--- src/rtl/ifn_pkg.sv ---
package ifn_pkg;
  // Source chosen for the next program-counter value
  typedef enum logic {
    NPC_SEQ = 1'b0,
    NPC_TGT = 1'b1
  } npc_src_e;
endpackage

--- src/rtl/ifn_rst_sync.sv ---
module ifn_rst_sync #(
  parameter int STAGES = 2
) (
  input  logic clk,
  input  logic rst_n,
  output logic rst_sync_n
);
  logic [STAGES-1:0] sync_q;
  logic [STAGES-1:0] sync_d;

  always_comb begin
    sync_d = {sync_q[STAGES-2:0], 1'b1};
  end

  always_ff @(posedge clk or negedge rst_n) begin
    if (!rst_n) sync_q <= '0;
    else        sync_q <= sync_d;
  end

  assign rst_sync_n = sync_q[STAGES-1];
endmodule

--- src/rtl/ifn_seq_adder.sv ---
// Steps a word index by one; wraps modulo 2^WORD_W.
module ifn_seq_adder #(
  parameter int WORD_W = 30
) (
  input  logic [WORD_W-1:0] pc_w_i,
  output logic [WORD_W-1:0] seq_w_o
);
  localparam logic [WORD_W-1:0] ONE_WORD = {{(WORD_W-1){1'b0}}, 1'b1};

  always_comb begin
    seq_w_o = pc_w_i + ONE_WORD;
  end
endmodule

--- src/rtl/ifn_tgt_adder.sv ---
// Adds the sign-extended word offset to the stepped word index.
module ifn_tgt_adder #(
  parameter int WORD_W = 30,
  parameter int IMM_W  = 16
) (
  input  logic [WORD_W-1:0] base_w_i,
  input  logic [IMM_W-1:0]  imm_i,
  output logic [WORD_W-1:0] tgt_w_o
);
  localparam int EXT_W = WORD_W - IMM_W;

  logic [WORD_W-1:0] off_w;

  always_comb begin
    off_w   = {{EXT_W{imm_i[IMM_W-1]}}, imm_i};
    tgt_w_o = base_w_i + off_w;
  end
endmodule

--- src/rtl/ifn_next_sel.sv ---
module ifn_next_sel
  import ifn_pkg::*;
#(
  parameter int WORD_W = 30
) (
  input  logic              br_sel_i,
  input  logic              zero_i,
  input  logic [WORD_W-1:0] seq_w_i,
  input  logic [WORD_W-1:0] tgt_w_i,
  output npc_src_e          src_o,
  output logic [WORD_W-1:0] next_w_o
);
  always_comb begin
    src_o = (br_sel_i && zero_i) ? NPC_TGT : NPC_SEQ;
    unique case (src_o)
      NPC_TGT: next_w_o = tgt_w_i;
      default: next_w_o = seq_w_i;
    endcase
  end
endmodule

--- src/rtl/ifetch_npc.sv ---
module ifetch_npc
  import ifn_pkg::*;
#(
  parameter int ADDR_W      = 32,
  parameter int IMM_W       = 16,
  parameter int ALIGN       = 2,
  parameter int SYNC_STAGES = 2
) (
  input  logic              clk,
  input  logic              rst_n,
  input  logic [IMM_W-1:0]  imm_i,
  input  logic              br_sel_i,
  input  logic              alu_zero_i,
  output logic [ADDR_W-1:0] iaddr_o
);
  localparam int WORD_W = ADDR_W - ALIGN;

  logic              pc_run;
  logic              pc_en;
  logic [WORD_W-1:0] pc_q;
  logic [WORD_W-1:0] pc_d;
  logic [WORD_W-1:0] seq_w;
  logic [WORD_W-1:0] tgt_w;
  logic [WORD_W-1:0] next_w;
  npc_src_e          npc_src;

  ifn_rst_sync #(.STAGES(SYNC_STAGES)) u_rst_sync (
    .clk        (clk),
    .rst_n      (rst_n),
    .rst_sync_n (pc_run)
  );

  ifn_seq_adder #(.WORD_W(WORD_W)) u_seq_add (
    .pc_w_i  (pc_q),
    .seq_w_o (seq_w)
  );

  ifn_tgt_adder #(.WORD_W(WORD_W), .IMM_W(IMM_W)) u_tgt_add (
    .base_w_i (seq_w),
    .imm_i    (imm_i),
    .tgt_w_o  (tgt_w)
  );

  ifn_next_sel #(.WORD_W(WORD_W)) u_next_sel (
    .br_sel_i (br_sel_i),
    .zero_i   (alu_zero_i),
    .seq_w_i  (seq_w),
    .tgt_w_i  (tgt_w),
    .src_o    (npc_src),
    .next_w_o (next_w)
  );

  // Next-state process with explicit clock enable
  always_comb begin
    pc_en = pc_run;
    pc_d  = pc_q;
    if (pc_en) pc_d = next_w;
  end

  always_ff @(posedge clk or negedge pc_run) begin
    if (!pc_run) pc_q <= '0;
    else         pc_q <= pc_d;
  end

  // Low address bits are hardwired: only the word index is stored
  assign iaddr_o = {pc_q, {ALIGN{1'b0}}};
endmodule

--- config.mk ---
export PLATFORM = sky130hd
export DESIGN_NAME = ifetch_npc
export DESIGN_NICKNAME = d
export VERILOG_FILES = /design/src/rtl/ifn_pkg.sv /design/src/rtl/ifn_rst_sync.sv /design/src/rtl/ifn_seq_adder.sv /design/src/rtl/ifn_tgt_adder.sv /design/src/rtl/ifn_next_sel.sv /design/src/rtl/ifetch_npc.sv
export SDC_FILE = /design/constraint.sdc
export NUM_CORES = 1
export LEC_CHECK = 0
export CAP_MARGIN = 40
export CORE_UTILIZATION = 30
export CTS_CLUSTER_DIAMETER = 120
export CTS_CLUSTER_SIZE = 8
export DETAILED_ROUTE_END_ITERATION = 6
export SYNTH_ARGS = -nofsm -noshare
export SYNTH_HDL_FRONTEND = slang
export SYNTH_SLANG_ARGS = --single-unit
--- constraint.sdc ---
create_clock -name clk -period 1.1 [get_ports clk]
set_input_delay 0.11 -clock clk [delete_from_list [all_inputs] [get_ports clk]]
set_output_delay 0.11 -clock clk [all_outputs]
set_load 0.05 [all_outputs]
* After elaboration in Yosys (flattened, before gate mapping)
Index checks and enable logic that the tools add are counted.
Storage, ports and cells: memories kept 0, bits in writable memories 0, memory bits (read-only) 0, input bits 20, output and inout port bits 32, bits in latches 0, logic and storage cells 7, flip-flop bits (word level) 32
Operators by class: shift operators 0, $lt $le $gt $ge 0, div/mod/pow operators 0, multiplexer cells 2, multiply operators 0, equality and inequality tests 0, add/subtract/negate cells 2, bitwise gates (word level) 0, reductions and logical operators 1
Operators by type and width (number):
- $add 30x1->30 const B | 1
- $add 30x30->30 | 1
- $mux 30 | 1
- $logic_and 1x1->1 | 1
- $mux 1 | 1

* Depth between registers and ports, before layout
depth after elaboration 3, mapped depth 18, gate-level depth less buffers 16

* Modules after synthesis
A second synthesis with hierarchy kept.
Second synthesis, totals: cells, all modules 420, area total of the unflattened synthesis 4112.7 µm²
By module, submodules not included:
- ifn_tgt_adder | cells each 235, times used 1, area each 1749.2 µm²
- ifetch_npc | cells each 66, times used 1, area each 1253.7 µm²
- ifn_seq_adder | cells each 81, times used 1, area each 565.5 µm²
- ifn_next_sel | cells each 35, times used 1, area each 490.5 µm²
- ifn_rst_sync | cells each 3, times used 1, area each 53.8 µm²

* Least setup slack after synthesis
No wires, ideal clock.
path type flip-flop to flip-flop, start point register pc_q[9], end point register pc_q[29], data required time 1.031 ns, library setup time 0.069 ns, stages on the path, launching flop included 18, slack -3.107 ns, arrival time 4.138 ns, buffers on the path 1, cell sequence dfrtp_1 and3_1 and4_1 nand2_1 or2_1 clkbuf_1 nor2_1 xor2_1 ha_1 a21o_1 a21o_1 a21oi_1 a21bo_2 a31oi_4 o41ai_4 xor2_1 or4_1 nand3_1
On the way: longest elaborated chain between the ends 3
Ends and longest elaborated chain:
- from (decl) | RTL line ifetch_npc.sv:20 | logic [WORD_W-1:0] pc_q;
- from (signal assigned) | RTL line ifetch_npc.sv:62 | else pc_q <= pc_d;
- $add 30x1->30 (*) | RTL line ifn_seq_adder.sv:11 | seq_w_o = pc_w_i + ONE_WORD;
- $add 30x30->30 | RTL line ifn_tgt_adder.sv:16 | tgt_w_o = base_w_i + off_w;
- $mux 30 (*) | RTL line ifn_next_sel.sv:15 | unique case (src_o)
Mark *: on every way between the ends. The rest lies on a longest branch, timed or not. A chain may end at the register's enable or synchronous reset.

* Worst setup path in the final report
start point register pc_q[11], end point register pc_q[29]
The elaborated chain is that of the path after synthesis.

==> flow_summary.yaml <==
status:
  status: "complete, but fails checks"
  violations: "hold timing, setup timing"
synthesis:
  ys.flop_type: "dfrtp_1"
  netlist_instances: 496
  synth_area_per_cell_um2: 7.706
  synth_edf_count: 0
  synth_seq_cells: 32
  synth_area_um2: 3822
  yosysWarnings: 0
  synth_cell_type_count: 68
  ys_async_sr_fraction: 1.000
  ys_seq_area_frac: 0.2095
place:
  hpwl_um: 10510
  placedCellCount: 873
  io_buffers: 49
  place_congestion: 0.8727
timing:
  clock_skew_ps: 7.576
  layout_setup_ws_ps: -2375
  fin_crit_ps: 3475
  drv_slew: 0
  min_period_over_period: 3.159
  grt_setup_unrepaired: "true"
  holdWs_ps: -0.9022
  max_clock_freq_mhz: 287.8
  hold_viol_final: 2
  finalSetupViolCount: 38
  setup_tns_ps: -57760
floorplanning:
  floorplan.die_area_um2: 13200
  rows: 40
  core_area_um2: 12210
  io_pins: 52
  start_util: 0.3130
  die_w_um: 114.9
  die_h_um: 114.9
global_routing:
  grt_pass1_wl_um: 22410
  antenna_found_initial: 0
  grt_pass1_vias: 4690
  grt_overflow: 0
  grt_max_degree: 27
  grt_usage: 0.2132
cells_and_area:
  final_cells: 908
  nets: 797
  final_util: 0.5952
  final_cell_mix: "buf_4 (173), nor2_1 (46), nand2_1 (42)"
  final-seq-area_um2: 829.5
  syn2layout_area_growth_pct: 90.15
  n_fill_cell: 1070
  multi_input_area_um2: 3528
  final_common_cell: "buf_4"
  drive_above_1_share: 0.5041
  n_antenna_cell: 0
drt:
  routed_wirelength_um: 14290
  firstDrtPassIters: 5
  ant_nets: 0
  viasPerCell: 5.174
  num_vias: 4698
  drc: 0
  drt-initial-drc-count: 221
  routedWlPerCell_um: 15.74
critical_path:
  cp_max_fo: 5
  critPathMaxStageDelay_ps: 410
  slowest_stage: "or4_1"
  worstSetupStartpointType: "flip-flop"
  critPathArrivalTime_ps: 3700
  crit_chain: "and3_4 > and4_4 > nand2_2 > or2_4 > nor2_4 > xor2_2 > ha_4 > a21o_1 > a21o_1 > a21oi_2 > buf_4 > a31oi_4 > o41ai_4 > xor2_1 > or4_1 > nand3_1"
  cp.required_ps: 1320
  crit_type: "reg -> reg"
  cp_top_family: "simple AND/OR/NAND/NOR gates"
  crit_buf_inv: 1
  timing.critical_path.mode_cell: "a21o_1"
  crit_path_end_kind: "flip-flop"
clock_network:
  cts_tree: "yes"
  cts_max_level: 2
  root_buffer: "clkbuf_16"
  cts.reportedPaths.clkPinSlew_ps: 60
  clock_latency_ps: 280
  cts_buffers: 5
  cts_buffer_depth: 2
  numClockSinks: 32
worst_hold_path:
  hp-class: "in -> async"
power_and_ir_drop:
  p_leak_nw: 3.296
  finalPower_mw: 20.00
  pwr_density_cell_nw_per_um2: 2751
  ir_drop_mv: 1.882
job:
  drv_cap: 0
## where the power goes
part           internal, mW  switching (mW)  leakage [nW]  total, mW
Sequential             1.68           0.366         0.349       2.05
Clock                 0.964           0.528        0.0772       1.49
Combinational          8.46            8.00          2.87       16.5
Total                  11.1            8.89          3.30       20.0
## final cells by class
| class | count | share of cell area |
|---|---|---|
| Timing Repair Buffer | 256 | 0.3450 |
| Sequential cell | 32 | 0.1141 |
| Clock buffer | 8 | 0.02152 |
| Tap cell | 168 | 0.02892 |
| Inverter | 9 | 0.004992 |
| Multi-Input combinational cell | 435 | 0.4855 |
## kinds of logic (layout without fill, tap and decap cells)
group	Yosys count	in the layout	synth area share
AND/OR/NAND/NOR	179	179	0.2288
AO/OA/AOI/OAI	166	166	0.2868
XOR/XNOR	45	45	0.1031
adder cells (fa/ha/maj)	38	38	0.1263
flip-flops	32	32	0.2095
buffers and inverters	30	273	0.03240
multiplexers	4	4	0.01113
other	2	3	0.001965
## registers in the layout, indices dropped and copies added (netlist names)
signal,count
pc_q,30
u_rst_sync.sync_q,2
## layer usage
| layer | GRT usage | share of wire |
|---|---|---|
| met5 | 0 | 0 |
| met4 | 0.05541 | 0.019 |
| met3 | 0.01950 | 0.039 |
| met2 | 0.3799 | 0.50 |
| met1 | 0.2757 | 0.45 |
## synth_stat cells (4+ instances only)
cell,count,area share
a21oi_1,57,0.075
nor2_1,52,0.051
nand2_1,49,0.048
ha_1,37,0.12
dfrtp_1,32,0.21
o21ai_0,30,0.039
xnor2_1,29,0.066
a21o_1,18,0.035
and3_1,17,0.028
xor2_1,16,0.037
nand3_1,15,0.020
clkbuf_1,14,0.014
nand4_1,9,0.015
inv_1,8,0.0079
nor3_1,8,0.010
o22ai_1,8,0.013
a31oi_1,6,0.0098
o21a_1,5,0.0098
o21bai_1,5,0.0098
nand2b_1,4,0.0065
nor2b_1,4,0.0065
## stage by stage
stage | instance area [µm²] | hold WS (ps) | setup WS (ps)
2_1_floorplan | 4033 | -185.6 | -2735
3_3_place_gp | 6297 | 299.0 | -2599
3_5_place_dp | 6297 | 302.3 | -2702
4_1_cts | 6799 | 7.502 | -2474
5_1_grt | 7268 | 8.143 | -2508
6_report | 7268 | -0.9022 | -2375
## path summary, 6_finish.rpt
check	slack [ps]	cells after the start	endpoint	start
worst max register to register	-2370	16	pc_q[29]	pc_q[11]
min in group clk	350	0	u_rst_sync.sync_q[1]	u_rst_sync.sync_q[0]
max in group asynchronous	200	3	pc_q[7]	u_rst_sync.sync_q[1]
worst min-delay path	-0.9	1	u_rst_sync.sync_q[1]	rst_n
worst max-delay path	-2370	16	pc_q[29]	pc_q[11]
worst min register to register	310	1	pc_q[29]	u_rst_sync.sync_q[1]
## repair_timing
action | in CTS | in global routing
hold buffers | 0 | 0
endpoints found under the hold margin | 0 | 0
gates resized for setup | 58 | 78
setup endpoints to repair | 36 | 47
pin swaps | 27 | 56
setup buffers | 16 | 16
No activity file was read; power rests on OpenSTA's default activity.
